<file path="config.mk">
export PLATFORM = sky130hd
export DESIGN_NAME = fault_latch_ctrl
export DESIGN_NICKNAME = d
export VERILOG_FILES = /design/src/rtl/flc_pkg.sv /design/src/rtl/flc_deglitch.sv /design/src/rtl/flc_channel.sv /design/src/rtl/fault_latch_ctrl.sv
export SDC_FILE = /design/constraint.sdc
export NUM_CORES = 1
export LEC_CHECK = 0
export BUFFER_PORTS_ARGS = -buffer_cell sky130_fd_sc_hd__clkbuf_2
export CORE_UTILIZATION = 35
export DETAILED_ROUTE_END_ITERATION = 16
export GPL_TIMING_DRIVEN = 0
export PLACE_DENSITY = 0.54
export SYNTH_ARGS = -nofsm -noshare
export SYNTH_HDL_FRONTEND = slang
export SYNTH_SLANG_ARGS = --single-unit
</file>
<file path="constraint.sdc">
create_clock -name clk -period 5.2 [get_ports clk]
set_input_delay 0.52 -clock clk [delete_from_list [all_inputs] [get_ports clk]]
set_output_delay 0.52 -clock clk [all_outputs]
set_load 0.01 [all_outputs]
</file>
<file path="src/rtl/flc_pkg.sv">
package flc_pkg;
  // Convert a time window in ns to a whole number of clock cycles (rounded up, at least 2).
  function automatic int unsigned window_cycles(input int unsigned clk_mhz, input int unsigned ns);
    int unsigned c;
    c = (clk_mhz * ns + 999) / 1000;
    if (c < 2) c = 2;
    return c;
  endfunction

  // Width of a counter that must hold values 0..n-1.
  function automatic int unsigned cnt_width(input int unsigned n);
    return (n < 2) ? 1 : $clog2(n);
  endfunction
endpackage

</file>
<file path="src/rtl/flc_deglitch.sv">
module flc_deglitch #(
  parameter int unsigned N = 300
) (
  input  logic clk,
  input  logic rst_n,
  input  logic sclr,
  input  logic arm,
  output logic hit
);
  localparam int unsigned CW = flc_pkg::cnt_width(N);
  localparam logic [CW-1:0] LAST = CW'(N - 1);

  logic [CW-1:0] cnt;
  logic          at_last;

  assign at_last = (cnt == LAST);
  assign hit     = arm && at_last;

  always_ff @(posedge clk or negedge rst_n) begin
    if (!rst_n)          cnt <= '0;
    else if (sclr || !arm) cnt <= '0;
    else if (!at_last)   cnt <= cnt + 1'b1;
  end


  hit_needs_history_chk: assert property (@(posedge clk) disable iff (!rst_n)
    hit |-> $past(arm));

  restart_on_drop_chk: assert property (@(posedge clk) disable iff (!rst_n)
    !arm |=> (cnt == '0));
endmodule

</file>
<file path="src/rtl/flc_channel.sv">
module flc_channel #(
  parameter int unsigned OC_N  = 300,
  parameter int unsigned OL_N  = 1700,
  parameter bit          OL_EN = 1'b1
) (
  input  logic clk,
  input  logic rst_n,
  input  logic sclr,
  input  logic clr,
  input  logic ot,
  input  logic data,
  input  logic oc_raw,
  input  logic ol_raw,
  output logic drive,
  output logic oc_flag,
  output logic ol_flag
);
  logic oc_arm, oc_hit;

  assign drive  = data && !oc_flag && !ot && !sclr;
  assign oc_arm = oc_raw && drive;

  flc_deglitch #(.N(OC_N)) u_oc_dg (
    .clk(clk), .rst_n(rst_n), .sclr(sclr), .arm(oc_arm), .hit(oc_hit)
  );

  always_ff @(posedge clk or negedge rst_n) begin
    if (!rst_n)                   oc_flag <= 1'b0;
    else if (sclr || clr || !data) oc_flag <= 1'b0;
    else if (oc_hit)              oc_flag <= 1'b1;
  end

  generate
    if (OL_EN) begin : g_ol
      logic ol_arm, ol_hit, ol_q;
      assign ol_arm = ol_raw && !data && !sclr;

      flc_deglitch #(.N(OL_N)) u_ol_dg (
        .clk(clk), .rst_n(rst_n), .sclr(sclr), .arm(ol_arm), .hit(ol_hit)
      );

      always_ff @(posedge clk or negedge rst_n) begin
        if (!rst_n)                  ol_q <= 1'b0;
        else if (sclr || clr || data) ol_q <= 1'b0;
        else if (ol_hit)             ol_q <= 1'b1;
      end
      assign ol_flag = ol_q;


      ol_clear_on_high_chk: assert property (@(posedge clk) disable iff (!rst_n)
        data |=> !ol_flag);
    end else begin : g_no_ol
      assign ol_flag = 1'b0;
    end
  endgenerate


  oc_clear_on_low_chk: assert property (@(posedge clk) disable iff (!rst_n)
    !data |=> !oc_flag);

  oc_set_while_on_chk: assert property (@(posedge clk) disable iff (!rst_n)
    $rose(oc_flag) |-> $past(data));
endmodule

</file>
<file path="src/rtl/fault_latch_ctrl.sv">
module fault_latch_ctrl #(
  parameter int unsigned NCH     = 8,
  parameter int unsigned CLK_MHZ = 100,
  parameter int unsigned OC_NS   = 3000,
  parameter int unsigned OL_NS   = 17000,
  parameter bit          OL_EN   = 1'b1
) (
  input  logic             clk,
  input  logic             rst_n,
  input  logic             uv_i,
  input  logic             ot_i,
  input  logic             flt_clr_i,
  input  logic [NCH-1:0]   data_i,
  input  logic [NCH-1:0]   oc_raw_i,
  input  logic [NCH-1:0]   ol_raw_i,
  output logic [NCH-1:0]   drive_o,
  output logic [2*NCH-1:0] fault_reg_o,
  output logic             fault_n_o
);
  localparam int unsigned OC_N = flc_pkg::window_cycles(CLK_MHZ, OC_NS);
  localparam int unsigned OL_N = flc_pkg::window_cycles(CLK_MHZ, OL_NS);

  logic [NCH-1:0] oc_flags, ol_flags;
  logic           any_flag;

  for (genvar i = 0; i < NCH; i++) begin : g_ch
    flc_channel #(.OC_N(OC_N), .OL_N(OL_N), .OL_EN(OL_EN)) u_ch (
      .clk(clk), .rst_n(rst_n), .sclr(uv_i), .clr(flt_clr_i), .ot(ot_i),
      .data(data_i[i]), .oc_raw(oc_raw_i[i]), .ol_raw(ol_raw_i[i]),
      .drive(drive_o[i]), .oc_flag(oc_flags[i]), .ol_flag(ol_flags[i])
    );
  end

  assign fault_reg_o = {oc_flags, ol_flags};
  assign any_flag    = |fault_reg_o;
  assign fault_n_o   = uv_i || !(any_flag || ot_i);


  reset_cmd_clears_chk: assert property (@(posedge clk) disable iff (!rst_n)
    flt_clr_i |=> (fault_reg_o == '0));

  uv_clears_reg_chk: assert property (@(posedge clk) disable iff (!rst_n)
    uv_i |=> (fault_reg_o == '0));

  ot_outputs_off_chk: assert property (@(posedge clk) disable iff (!rst_n)
    ot_i |-> (drive_o == '0));
endmodule

</file>
* After elaboration in Yosys (flattened, before gate mapping)
Cells that the tools add are included.
** Storage, ports and cells
- Bits in read-only memories :: 0
- Latch bits :: 0
- Input port bits :: 29
- Register bits after elaboration :: 176
- Output and inout port bits :: 25
- Memory bits (writable) :: 0
- Memories kept :: 0
- Word-level logic and storage cells :: 295
** Operators by class
- Bitwise operators :: 0
- Add/sub/neg operators :: 16
- $mul :: 0
- Reduce and logical (&&, ||, !) cells :: 151
- Equality and inequality tests :: 32
- $lt $le $gt $ge :: 0
- Muxes and demuxes :: 64
- Shift operators :: 0
- Div/mod/pow operators :: 0
** Operators with widths (number)
- 11-bit 2-to-1 mux :: 16
- 9-bit 2-to-1 mux :: 16
- 11-bit by 1-bit adder with 11-bit output, second input constant :: 8
- 11-bit equality test, second input constant :: 8
- 9-bit by 1-bit adder with 9-bit output, second input constant :: 8
- 9-bit equality test, second input constant :: 8
- 1-bit logical AND :: 64
- 1-bit zero test :: 35
- 1-bit logical OR :: 35
- 1-bit 2-to-1 mux :: 32
- 2-bit by 1-bit != test with 1-bit output, second input constant :: 16
- 2-bit nonzero test :: 16
- 16-bit OR reduction :: 1

* Depth between registers and ports, before layout
- Word-level depth :: 8
- Depth in mapped cells :: 5
- Mapped depth without buffers :: 4

* Hierarchy
Synthesis repeated with hierarchy kept, for this count alone.
** Second synthesis, totals
- Cells, all modules :: 975
- Area, all modules :: 9938.3 µm²
** Modules (own cells, without submodules)
- flc_deglitch (g_ch[0].u_ch.g_ol.u_ol_dg ...) :: seq. area each 275.3 µm², instances 8, cells an instance 62, area each 631.9 µm²
- flc_deglitch (g_ch[0].u_ch.u_oc_dg ...) :: seq. area each 225.2 µm², instances 8, cells an instance 50, area each 494.2 µm²
- flc_channel :: seq. area each 50.0 µm², instances 8, cells an instance 9, area each 110.1 µm²
- fault_latch_ctrl :: seq. area each 0.0 µm², instances 1, cells an instance 7, area each 48.8 µm²

* Worst setup path before layout
Ideal clock, no wire load.
- Kind :: input to output
- Start :: input port ot_i
- End :: output port fault_n_o
- Arrival time :: 1.504 ns
- Buffers on the path :: 1
- Slack :: 3.176 ns
- Cell stages on the path :: 4
- Required time :: 4.680 ns
- Path through :: buf_2 nor4_1 nand4_1 o41ai_1
** Between the ends
- Longest elaborated chain between the ends :: 3
** Ends and longest elaborated chain
- from (decl) :: line fault_latch_ctrl.sv:11 : input logic ot_i,
- 1-bit logical OR :: line fault_latch_ctrl.sv:36 : assign fault_n_o = uv_i || !(any_flag || ot_i);
- 1-bit zero test :: line fault_latch_ctrl.sv:36
- 1-bit logical OR :: line fault_latch_ctrl.sv:36
- to (decl) :: line fault_latch_ctrl.sv:18 : output logic fault_n_o
Every way passes these cells.

* Worst setup path in the final report
- Start :: register g_ch[7].u_ch.oc_flag
- End :: output port fault_n_o
** Between the ends
- Longest elaborated chain between the ends :: 4
** Ends and longest elaborated chain
- from (decl) :: line flc_channel.sv:15 : output logic oc_flag,
- from (signal assigned) :: line flc_channel.sv:28 : if (!rst_n) oc_flag <= 1'b0;
- from (signal assigned) :: line flc_channel.sv:29 : else if (sclr || clr || !data) oc_flag <= 1'b0;
- from (signal assigned) :: line flc_channel.sv:30 : else if (oc_hit) oc_flag <= 1'b1;
- 16-bit OR reduction :: line fault_latch_ctrl.sv:35 : assign any_flag = |fault_reg_o;
- 1-bit logical OR :: line fault_latch_ctrl.sv:36
- 1-bit zero test :: line fault_latch_ctrl.sv:36
- 1-bit logical OR :: line fault_latch_ctrl.sv:36
Every way passes these cells.

==> results.py <==
metrics = {
    "worst_setup_path": {
        "cp_data_required_time_ns": 4.68,
        "startpoint_type": "flip-flop",
        "worst_path_largest_cell_delay_ns": 0.47,
        "path_delay_family": "simple AND/OR/NAND/NOR gates",
        "startpoint": "g_ch[7].u_ch.oc_flag$_DFFE_PN0P_",
        "end_kind": "primary output",
        "cp_cell_sequence": "nor4_1, nand4_1, o41ai_1, clkbuf_2",
        "arrival_ns": 2.14,
        "worst-path-buf-inv": 1,
        "critPathMaxFanout": 4,
        "r2r-start": "g_ch[6].u_ch.g_ol.u_ol_dg.cnt[0]$_DFFE_PN0P_",
        "crit_type": "flip-flop to primary output",
        "slowest_stage": "dfrtp_1",
    },
    "clocking": {
        "cts_resized": 0,
        "cts_buffer_depth": 2,
        "ctsHoldBuffers": 0,
        "cts_tree": "built",
        "clkLatencyLatePin_ns": 0.43,
        "clkTransAtPathRegs_ns": 0.07,
        "clock-sinks": 176,
        "numCtsBuffers": 17,
        "h-tree-depth": 4,
        "ctsRootBufferMaster": "clkbuf_16",
        "cts_setup_buffers": 0,
    },
    "detailed_routing": {
        "ant_nets": 0,
        "routed-via-count": 7824,
        "avgViaCountPerCell": 5.537,
        "drc": 0,
        "wl_per_cell_um": 15.46,
        "drt_iter0_markers": 480,
        "wl_mm": 21.84,
        "dr.pass1.iters": 5,
    },
    "final_layout": {
        "multi_input_area_um2": 4883,
        "nets": 1112,
        "fillCellCount": 2670,
        "n_antenna_cell": 0,
        "instances_no_fill": 1413,
        "drive_gt1_share_pct": 13.25,
        "area_growth_pct": 13.57,
        "ff_latch_area_um2": 4404,
    },
    "die": {
        "die_h_um": 167.7,
        "design.die.area_um2": 28110,
        "top_level_ports": 54,
        "start_util_pct": 35.64,
        "fp-row-count": 60,
        "die_w_um": 167.7,
        "core_region_area_um2": 26950,
    },
    "yosys": {
        "synth_area_leaders": "dfrtp_1, a21oi_1, nand3_1",
        "synth_edf_count": 0,
        "yosys_register_bits": 176,
        "synthArstFlopShare_pct": 100.0,
        "yosysSeqAreaShare_pct": 45.85,
        "yosysTopAreaCellShare_pct": 45.85,
        "synth_top_area_cell": "dfrtp_1",
        "ys_top_cells_by_count": "dfrtp_1, a21oi_1, nand3_1, o21ai_0, nand2_1",
        "synth_area_per_cell_um2": 9.732,
        "synthesis.nets": 1040,
        "syn_area_um2": 9605,
        "synthCells": 987,
        "synth_top_flop_cell": "dfrtp_1",
        "yosysUniqueCellTypes": 53,
        "yosysMostFrequentCell": "dfrtp_1",
        "yosysWarnings": 0,
    },
    "sta": {
        "slew_violations": 0,
        "fmax_mhz": 376.3,
        "setup_viol": 0,
        "relSlewSlack_pct": 50.26,
        "period_needed_ns": 2.657,
        "holdWs_ns": 0.1548,
        "finalHoldViolCount": 0,
        "fin_ws_ns": 2.543,
        "tightest_slew_ns": 0.7461,
        "rsz0062_at_grt": "no",
        "finalCritPeriodShare_pct": 51.10,
        "clock_skew_ns": 0.01173,
    },
    "place": {
        "dp_hpwl_mm": 15.14,
        "io_buffers": 52,
        "place_ws_ns": 2.592,
        "routabilityCongestion": 0.7790,
        "place_inst": 1381,
    },
    "global_route": {
        "grt_use_met1_pct": 22.73,
        "grt-ovfl-total": 0,
        "grt_pass1_wl_mm": 37.25,
        "grt_pass1_vias": 7368,
        "grt.busiest_layer": "met2",
        "grtUsageMet3_pct": 2.860,
        "grtUsageTotal_pct": 16.36,
        "antenna_found_initial": 1,
        "use_met2_pct": 25.65,
        "grt_max_degree": 91,
    },
    "pwr": {
        "power_mw": 2.763,
        "ir_worst_vdd_mv": 0.2077,
        "cellPowerDensity_nw_per_um2": 253.3,
        "p_leak_nw": 4.149,
    },
    "outcome": {
        "outcome": "finished, final reports clean",
    },
    "flow_run": {
        "drv_cap": 0,
    },
    "worst_hold_path": {
        "hold_path.class": "input port to asynchronous set/reset pin",
    },
}
report_power, final:
group | internal, mW | switching (mW)
registers | 1.37 | 0.00758
clock network | 0.653 | 0.623
logic | 0.0320 | 0.0750
path summary, 6_finish.rpt:
kind	cells past startpoint	slack, ns	to
worst max-delay path	4	2.54	fault_n_o
worst min-delay path	1	0.15	g_ch[2].u_ch.g_ol.u_ol_dg.cnt[4]$_DFFE_PN0P_
worst max register to register	4	3.36	g_ch[6].u_ch.g_ol.u_ol_dg.cnt[2]$_DFFE_PN0P_
worst min register to register	1	0.54	g_ch[1].u_ch.ol_flag$_DFFE_PN0P_
max in group asynchronous	2	4.14	g_ch[4].u_ch.g_ol.u_ol_dg.cnt[0]$_DFFE_PN0P_
min in group clk	2	0.32	g_ch[4].u_ch.ol_flag$_DFFE_PN0P_
cell type report:
type	instances	area share [%]
Buffer	37	2.225
Inverter	20	0.6882
Sequential cell	176	40.37
Multi-Input combinational cell	754	44.76
Timing Repair Buffer	53	2.718
Clock inverter	14	1.296
Tap cell	341	3.911
Clock buffer	18	4.026
through the flow:
stage	instance area (um2)	setup TNS, ns	utilization [%]
5_1_grt	10910	0	40.48
2_1_floorplan	9605	0	-
3_3_place_gp	10290	-0.002092	38.19
4_1_cts	10910	0	40.48
6_report	10910	0	40.48
3_5_place_dp	10330	0	38.32
flip-flops by register name, summed over array words and instances, names as in the netlist:
name,count
g_ch.u_ch.ol_flag,8
g_ch.u_ch.u_oc_dg.cnt,72
g_ch.u_ch.oc_flag,8
g_ch.u_ch.g_ol.u_ol_dg.cnt,88
per-layer routing:
| layer | vias to the layer above | part of all wire, % |
|---|---|---|
| met3 | 20 | 2.4 |
| met1 | 3812 | 51 |
| met5 | - | 0.055 |
| met4 | 2 | 1.8 |
| li1 | 3911 | - |
| met2 | 79 | 45 |
placed cells by master, fill, tap and decap left out, drive strengths merged, types with 25 or more instances in the layout:
master	n
nand3	74
nand4	35
nand2	63
buf	31
dfrtp	176
inv	28
nor2	37
clkbuf	77
or3	50
or4	28
o31ai	28
o21ai	69
nor3	31
xor2	25
a21oi	102
worst register-to-register path: cells and delay by family (launching register included):
kind / cells / cell delay (ns)
simple gates: 1 / 0.53
flops: 1 / 0.45
fa+ha+maj: 1 / 0.26
compound gates: 2 / 0.46
kinds of logic (layout without fill, tap and decap cells):
group / Yosys count / count (layout) / synth area share, %
flip-flops: 176 / 176 / 45.85
buffers and inverters: 57 / 142 / 3.309
XOR/XNOR: 32 / 32 / 2.918
multiplexers: 7 / 7 / 0.7295
AND/OR/NAND/NOR: 447 / 447 / 29.09
AO/OA/AOI/OAI: 244 / 244 / 14.98
adder cells (fa/ha/maj): 24 / 24 / 3.126
Note: power is estimated with default switching activity, not from simulation.
